File: src/rtl/xcvr_pkg.sv
package xcvr_pkg;
  typedef struct packed {
    logic ce_n;
    logic le_n;
    logic oe_n;
  } dir_ctl_t;
endpackage

File: src/rtl/xcvr_latch_bank.sv
module xcvr_latch_bank #(
  parameter int W = 8
) (
  input  logic               clk,
  input  logic               rst,
  input  xcvr_pkg::dir_ctl_t ctl,
  input  logic [W-1:0]       din,
  output logic [W-1:0]       dout,
  output logic               drv
);
  logic [W-1:0] store_q;
  logic         load;

  assign load = !ctl.ce_n && !ctl.le_n;

  always_ff @(posedge clk) begin
    if (rst)       store_q <= '0;
    else if (load) store_q <= din;
  end

  assign drv  = !rst && !ctl.ce_n && !ctl.oe_n;
  assign dout = drv ? store_q : '0;
endmodule

File: src/rtl/xcvr_group.sv
module xcvr_group #(
  parameter int W = 8
) (
  input  logic               clk,
  input  logic               rst,
  input  xcvr_pkg::dir_ctl_t ab_ctl,
  input  xcvr_pkg::dir_ctl_t ba_ctl,
  input  logic [W-1:0]       a_side,
  input  logic [W-1:0]       b_side,
  output logic [W-1:0]       to_b,
  output logic               to_b_drv,
  output logic [W-1:0]       to_a,
  output logic               to_a_drv,
  output logic               both_on
);
  xcvr_latch_bank #(.W(W)) u_ab (
    .clk(clk), .rst(rst), .ctl(ab_ctl), .din(a_side),
    .dout(to_b), .drv(to_b_drv)
  );

  xcvr_latch_bank #(.W(W)) u_ba (
    .clk(clk), .rst(rst), .ctl(ba_ctl), .din(b_side),
    .dout(to_a), .drv(to_a_drv)
  );

  assign both_on = to_b_drv && to_a_drv;
endmodule

File: src/rtl/dual_latch_xcvr.sv
module dual_latch_xcvr #(
  parameter int GROUPS = 2,
  parameter int GW     = 8,
  localparam int DW    = GROUPS * GW
) (
  input  logic              clk,
  input  logic              rst,
  input  logic [DW-1:0]     a_in,
  input  logic [DW-1:0]     b_in,
  input  logic [GROUPS-1:0] ab_ce_n,
  input  logic [GROUPS-1:0] ab_le_n,
  input  logic [GROUPS-1:0] ab_oe_n,
  input  logic [GROUPS-1:0] ba_ce_n,
  input  logic [GROUPS-1:0] ba_le_n,
  input  logic [GROUPS-1:0] ba_oe_n,
  output logic [DW-1:0]     b_out,
  output logic [GROUPS-1:0] b_drv,
  output logic [DW-1:0]     a_out,
  output logic [GROUPS-1:0] a_drv,
  output logic [GROUPS-1:0] clash
);
  for (genvar g = 0; g < GROUPS; g++) begin : g_grp
    xcvr_pkg::dir_ctl_t ab_c, ba_c;
    assign ab_c = '{ce_n: ab_ce_n[g], le_n: ab_le_n[g], oe_n: ab_oe_n[g]};
    assign ba_c = '{ce_n: ba_ce_n[g], le_n: ba_le_n[g], oe_n: ba_oe_n[g]};

    xcvr_group #(.W(GW)) u_grp (
      .clk(clk), .rst(rst),
      .ab_ctl(ab_c), .ba_ctl(ba_c),
      .a_side(a_in[g*GW +: GW]), .b_side(b_in[g*GW +: GW]),
      .to_b(b_out[g*GW +: GW]), .to_b_drv(b_drv[g]),
      .to_a(a_out[g*GW +: GW]), .to_a_drv(a_drv[g]),
      .both_on(clash[g])
    );
  end
endmodule

File: config.mk
export PLATFORM = sky130hd
export DESIGN_NAME = dual_latch_xcvr
export DESIGN_NICKNAME = d
export VERILOG_FILES = /design/src/rtl/xcvr_pkg.sv /design/src/rtl/xcvr_latch_bank.sv /design/src/rtl/xcvr_group.sv /design/src/rtl/dual_latch_xcvr.sv
export SDC_FILE = /design/constraint.sdc
export NUM_CORES = 1
export LEC_CHECK = 0
export BUFFER_PORTS_ARGS = -buffer_cell sky130_fd_sc_hd__buf_4
export CAP_MARGIN = 20
export CORE_ASPECT_RATIO = 0.5
export CORE_MARGIN = 3
export CORE_UTILIZATION = 40
export DETAILED_ROUTE_END_ITERATION = 10
export PLACE_DENSITY_LB_ADDON = 0.2
export RECOVER_POWER = 25
export SLEW_MARGIN = 20
export SYNTH_ARGS = -nofsm -noshare
export SYNTH_HDL_FRONTEND = slang
export SYNTH_HIERARCHICAL = 1
export SYNTH_SLANG_ARGS = --single-unit
File: constraint.sdc
create_clock -name clk -period 1.11 [get_ports clk]
set_clock_uncertainty 0.15 [all_clocks]
set_input_delay 0.111 -clock clk [delete_from_list [all_inputs] [get_ports clk]]
set_output_delay 0.111 -clock clk [all_outputs]
set_load 0.03 [all_outputs]
==> results.json, run 1 <==
{
  "worstSetupEndpointType": "output pin",
  "yosys_warnings": 6,
  "leakage_uw": 0.00121,
  "core_area_um2": 3600,
  "pwr_density_cell_nw_per_um2": 956,
  "hp-class": "in -> reg",
  "drtPass1Iterations": 4,
  "diodes": 0,
  "synth_seq_cells": 32,
  "overflow": 0,
  "avgRoutedWirePerCell_um": 13.3,
  "clk_pin_slew_ns": 0.06,
  "ant_nets": 0,
  "slew_violations": 0,
  "relSlewSlack": 0.840,
  "p_total_uw": 2690,
  "hold_buffers": 1,
  "vdd_drop_max_uv": 1030,
  "setup_slack_ns": -0.0385,
  "grt_pass1_wl_mm": 6.74,
  "rsz0062_at_grt": "yes",
  "violations": "hold timing, setup timing",
  "worst_pin_slew_ns": 0.239,
  "layout.nets": 326,
  "clock_sinks": 32,
  "grt_usage": 0.181,
  "numCtsBuffers": 5,
  "worst_ep_arrival_time_ns": 0.89,
  "fp.dieH_um": 50.3,
  "grt_pass1_vias": 1515,
  "cts_buffer_depth": 2,
  "drc": 0,
  "synth_top_area_cell": "dfxtp_1",
  "insertion_delay_ns": 0.28,
  "cp_max_fo": 2,
  "netlist_area_um2": 1570,
  "cts_tree": "done",
  "drv_cap": 0,
  "wirelength_mm": 4.39,
  "critical_path_required_ns": 0.85,
  "fin_crit_sh": 1.03,
  "synth.distinct_cells": 9,
  "die_x_um": 94.6,
  "synth_nets": 224,
  "worstSetupStartpointType": "register",
  "avgSynthCellArea_um2": 8.81,
  "port_buffers": 83,
  "fmax_ghz": 0.871,
  "via_per_inst": 4.93,
  "status": "finished with violations",
  "routabilityCongestion": 0.722,
  "grt_max_degree": 17,
  "hold_viol": 11,
  "rows": 15,
  "hpwl_mm": 3.02,
  "setup-violations-final": 27,
  "io_pins": 84,
  "cts_root_buf": "clkbuf_8",
  "syn_inst": 178,
  "synth_top_area_frac": 0.408,
  "rrSetupSlack_ns": 0.23,
  "yosysSeqAreaShare": 0.408,
  "drtIter0Drc": 30,
  "vias": 1633,
  "fin_crit_ns": 1.15,
  "timing.hold.ws_ns": -0.0324,
  "worstSetupPathType": "reg -> out",
  "drive_gt1_frac": 0.714,
  "die_area_um2": 4760,
  "start_util": 0.435,
  "antenna_found_initial": 0,
  "synth.area.top_cells": "dfxtp_1 41%, and2_1 14%, or3b_2 11%",
  "area_growth_pct": 79.3,
  "ctsHtreeMaxLevel": 2
}
[cell usage in the layout, fill, tap and decap left out]
cell type      instances
buf_6                 46
buf_4                 52
dlygate4sd3_1          1
clkbuf_1               1
buf_8                  1
buf_12                 3
dfxtp_2               30
dfxtp_1                2
or3b_2                20
clkbuf_2               3
clkbuf_8               7
nor3_4                 4
a21oi_1               32
and2_4                34
or3b_1                12
o21ai_0               32
[cell type report]
class                           count  area [um^2]
Timing Repair Buffer              107         1010
Multi-Input combinational cell    134          963
Fill cell                         252          790
Sequential cell                    32          678
Clock buffer                        7         96.3
Tap cell                           51         63.8
[per-stage QoR]
stage / area (um^2) / TNS [ns] / instances / worst slack, ns / utilization
6_report: 2810 / -0.261 / 331 / -0.0385 / 0.781
5_1_grt: 2810 / -1.24 / 331 / -0.0625 / 0.781
4_1_cts: 2750 / -0.311 / 326 / -0.0211 / 0.764
3_5_place_dp: 2430 / -1.64 / 318 / -0.0710 / 0.673
3_3_place_gp: 2430 / -1.04 / 318 / -0.0512 / 0.673
2_1_floorplan: 1760 / -4.26 / 178 / -0.137 / -
[sequential cells by signal (all words and copies together) (netlist names)]
| register | count |
|---|---|
| g_grp.u_grp/u_ba/store_q | 16 |
| g_grp.u_grp/u_ab/store_q | 16 |
[power by group]
group	internal, uW	total (uW)	switching, uW
sequential	1210	1240	24.5
combinational	285	494	209
clock	552	960	409
[cells by family after synthesis]
| family | share of synthesized area |
|---|---|
| and+or+nand+nor | 0.340 |
| AOI/OAI and AO/OA | 0.204 |
| DFF | 0.408 |
| buffers and inverters | 0.0478 |
[per-layer routing]
| layer | vias to the layer above | part of all wire | GRT usage |
|---|---|---|---|
| li1 | 833 | - | - |
| met1 | 750 | 0.41 | 0.206 |
| met2 | 45 | 0.52 | 0.337 |
| met3 | 5 | 0.063 | 0.0569 |
| met4 | 0 | 0.0077 | 0.0287 |
| met5 | - | 0 | 0 |
[cell usage after synthesis]
library cell / number
a21oi_1: 32
dfxtp_1: 32
nor3_2: 4
or3b_2: 20
o21ai_0: 32
buf_6: 4
clkbuf_1: 8
or3b_1: 12
and2_1: 34
[final timing paths]
path | startpoint | to | cells past startpoint
worst max-delay path | g_grp[0].u_grp/u_ab/store_q[2]$_SDFFE_PP0P_ | b_out[2] | 2
worst min-delay path | ba_ce_n[1] | g_grp[1].u_grp/u_ba/store_q[3]$_SDFFE_PP0P_ | 3
worst max register to register | g_grp[0].u_grp/u_ba/store_q[7]$_SDFFE_PP0P_ | g_grp[0].u_grp/u_ba/store_q[7]$_SDFFE_PP0P_ | 3
worst min register to register | g_grp[0].u_grp/u_ba/store_q[4]$_SDFFE_PP0P_ | g_grp[0].u_grp/u_ba/store_q[4]$_SDFFE_PP0P_ | 2
[timing repair]
action	CTS	global route
gates resized for setup	80	9
buffers inserted	0	5
pin swaps	10	7
endpoints found under the setup margin	34	34
hold endpoints to repair	14	8
[critical path, stage by stage (launching register included)]
cell     delay, ns
dfxtp_2       0.32
and2_4        0.15
buf_6         0.13
(Power assumes the default switching activity.)
==> run 2: changes to the inputs <==
Settings changed: PLACE_DENSITY set to 0.73, PLACE_DENSITY_LB_ADDON 0.2 to not set.
==> run 2 against run 1 <==
Effect of this change:
- the run still ends with hold timing, setup timing left
- non-clock buffer count increased by 5
- worst hold slack lost 0.015 ns
- clock power decreased by 4.6%
- flip-flop and latch count is the same
- combinational power increased by 5.1%
- fmax grew 1.3%
- critical path depth unchanged
- largest cell class unchanged
- routed wire length increased by 5.5%
- sequential power hardly changed
==> results.json, run 2 (same netlist as run 1, synthesis figures left out) <==
{
  "status": "finished with violations",
  "violations": "hold timing, setup timing",
  "sw_frac_of_total": 0.244,
  "start_util": 0.435,
  "p_int_uw": 2020,
  "hold_viol": 10,
  "io_pins": 84,
  "ant_nets": 0,
  "drv_cap": 0,
  "grt_usage": 0.196,
  "setup_slack_ns": -0.0235,
  "vdd_drop_max_uv": 599,
  "worstSetupPathType": "reg -> out",
  "pwr_density_cell_nw_per_um2": 930,
  "clock_sinks": 32,
  "worstSetupStartpointType": "register",
  "comb_power_share": 0.194,
  "critical_path_required_ns": 0.85,
  "grt_max_degree": 17,
  "fin_crit_ns": 1.13,
  "cp_max_fo": 2,
  "rows": 15,
  "seqPwrFrac": 0.462,
  "ctsHtreeMaxLevel": 2,
  "cts_tree": "done",
  "fp.dieH_um": 50.3,
  "wirelength_mm": 4.63,
  "grt_pass1_vias": 1613,
  "worst_pin_slew_ns": 0.505,
  "timing.hold.ws_ns": -0.0476,
  "placed_area_um2": 2440,
  "clk_pin_slew_ns": 0.07,
  "slew_violations": 0,
  "layout_common_cells": "57 x buf_4, 46 x buf_6, 34 x and2_4, 32 x o21ai_0, 32 x a21oi_1",
  "drtPass1Iterations": 4,
  "setup-violations-final": 13,
  "p_sw_uw": 651,
  "routabilityCongestion": 0.737,
  "cts_root_buf": "clkbuf_8",
  "hold_buffers": 1,
  "port_buffers": 83,
  "vias": 1647,
  "worst_ep_arrival_time_ns": 0.87,
  "fmax_ghz": 0.882,
  "fin_crit_sh": 1.02,
  "design_area_um2": 2870,
  "n_fill_cell": 251,
  "cts_buffer_depth": 2,
  "ff_latch_area_um2": 679,
  "final_common_cell": "buf_4",
  "hpwl_mm": 3.11,
  "pwr-share-clk": 0.343,
  "insertion_delay_ns": 0.27,
  "drtIter0Drc": 28,
  "multi_input_area_um2": 963,
  "die_x_um": 94.6,
  "relSlewSlack": 0.663,
  "leakage_uw": 0.00124,
  "core_area_um2": 3600,
  "drc": 0,
  "hp-class": "in -> reg",
  "diodes": 0,
  "avgRoutedWirePerCell_um": 13.7,
  "layout.nets": 331,
  "via_per_inst": 4.89,
  "die_area_um2": 4760,
  "antenna_found_initial": 0,
  "worstSetupEndpointType": "output pin",
  "numCtsBuffers": 5,
  "grt_pass1_wl_mm": 7.24,
  "overflow": 0,
  "top_regs": "g_grp.u_grp/u_ab/store_q: 16 flops, g_grp.u_grp/u_ba/store_q: 16 flops",
  "drive_gt1_frac": 0.713,
  "area_growth_pct": 82.9,
  "rsz0062_at_grt": "yes"
}
[run 2: cell types whose count changed in the layout (fill, tap and decap cells not counted)]
cell,change
clkbuf_2,-2
buf_8,-1
dfxtp_1,-1
clkbuf_16,+1
clkbuf_1,+3
buf_12,+1
dfxtp_2,+1
buf_4,+5
clkbuf_8,-1
[run 2: final timing paths]
path,startpoint,to,slack (ns),cells past startpoint
setup / recovery,g_grp[0].u_grp/u_ba/store_q[2]$_SDFFE_PP0P_,a_out[2],-0.02,2
hold / removal,ba_ce_n[1],g_grp[1].u_grp/u_ba/store_q[7]$_SDFFE_PP0P_,-0.05,3
setup reg to reg,g_grp[1].u_grp/u_ba/store_q[2]$_SDFFE_PP0P_,g_grp[1].u_grp/u_ba/store_q[2]$_SDFFE_PP0P_,0.26,3
hold reg to reg,g_grp[0].u_grp/u_ba/store_q[4]$_SDFFE_PP0P_,g_grp[0].u_grp/u_ba/store_q[4]$_SDFFE_PP0P_,0.32,2
[run 2: cell type report]
class                           instances  area share
Timing Repair Buffer                  112       0.374
Sequential cell                        32       0.237
Multi-Input combinational cell        134       0.336
Clock buffer                            8      0.0314
Tap cell                               51      0.0222
[run 2: layer usage]
| layer | track usage | vias to the layer above | share of wire |
|---|---|---|---|
| li1 | - | 844 | - |
| met1 | 0.217 | 757 | 0.39 |
| met2 | 0.372 | 40 | 0.55 |
| met3 | 0.0509 | 6 | 0.048 |
| met4 | 0.0574 | 0 | 0.013 |
| met5 | 0 | - | 0 |
[run 2: worst max-delay path: stages (launching register included)]
cell and delay, ns:
dfxtp_2 0.33, and2_4 0.14, buf_6 0.12
[run 2: what timing repair did]
item / 4_1_cts / 5_1_grt
cloned: 0 / 1
setup buffers: 1 / 6
setup endpoints to repair: 34 / 35
pin swaps: 9 / 5
resized for setup: 82 / 8
endpoints found under the hold margin: 9 / 11
[run 2: metrics by stage]
step                instances  power, uW  setup TNS, ns  setup slack [ns]   util
floorplan                 178       1490          -4.26            -0.137      -
global placement          320       1680          -1.21           -0.0869  0.677
detailed placement        320       1700          -1.62           -0.0833  0.677
CTS                       330       2640         -0.179           -0.0218  0.771
global route              337       2800          -1.15           -0.0614  0.797
finish                    337       2670         -0.102           -0.0235  0.797
[run 2: power by group through the flow]
stage | logic (uW) | clock network (uW) | registers (uW)
detailed placement | 447 | 0 | 1250
CTS | 484 | 926 | 1230
global route | 561 | 995 | 1240
finish | 519 | 916 | 1240
floorplan | 247 | 0 | 1240
global placement | 434 | 0 | 1250
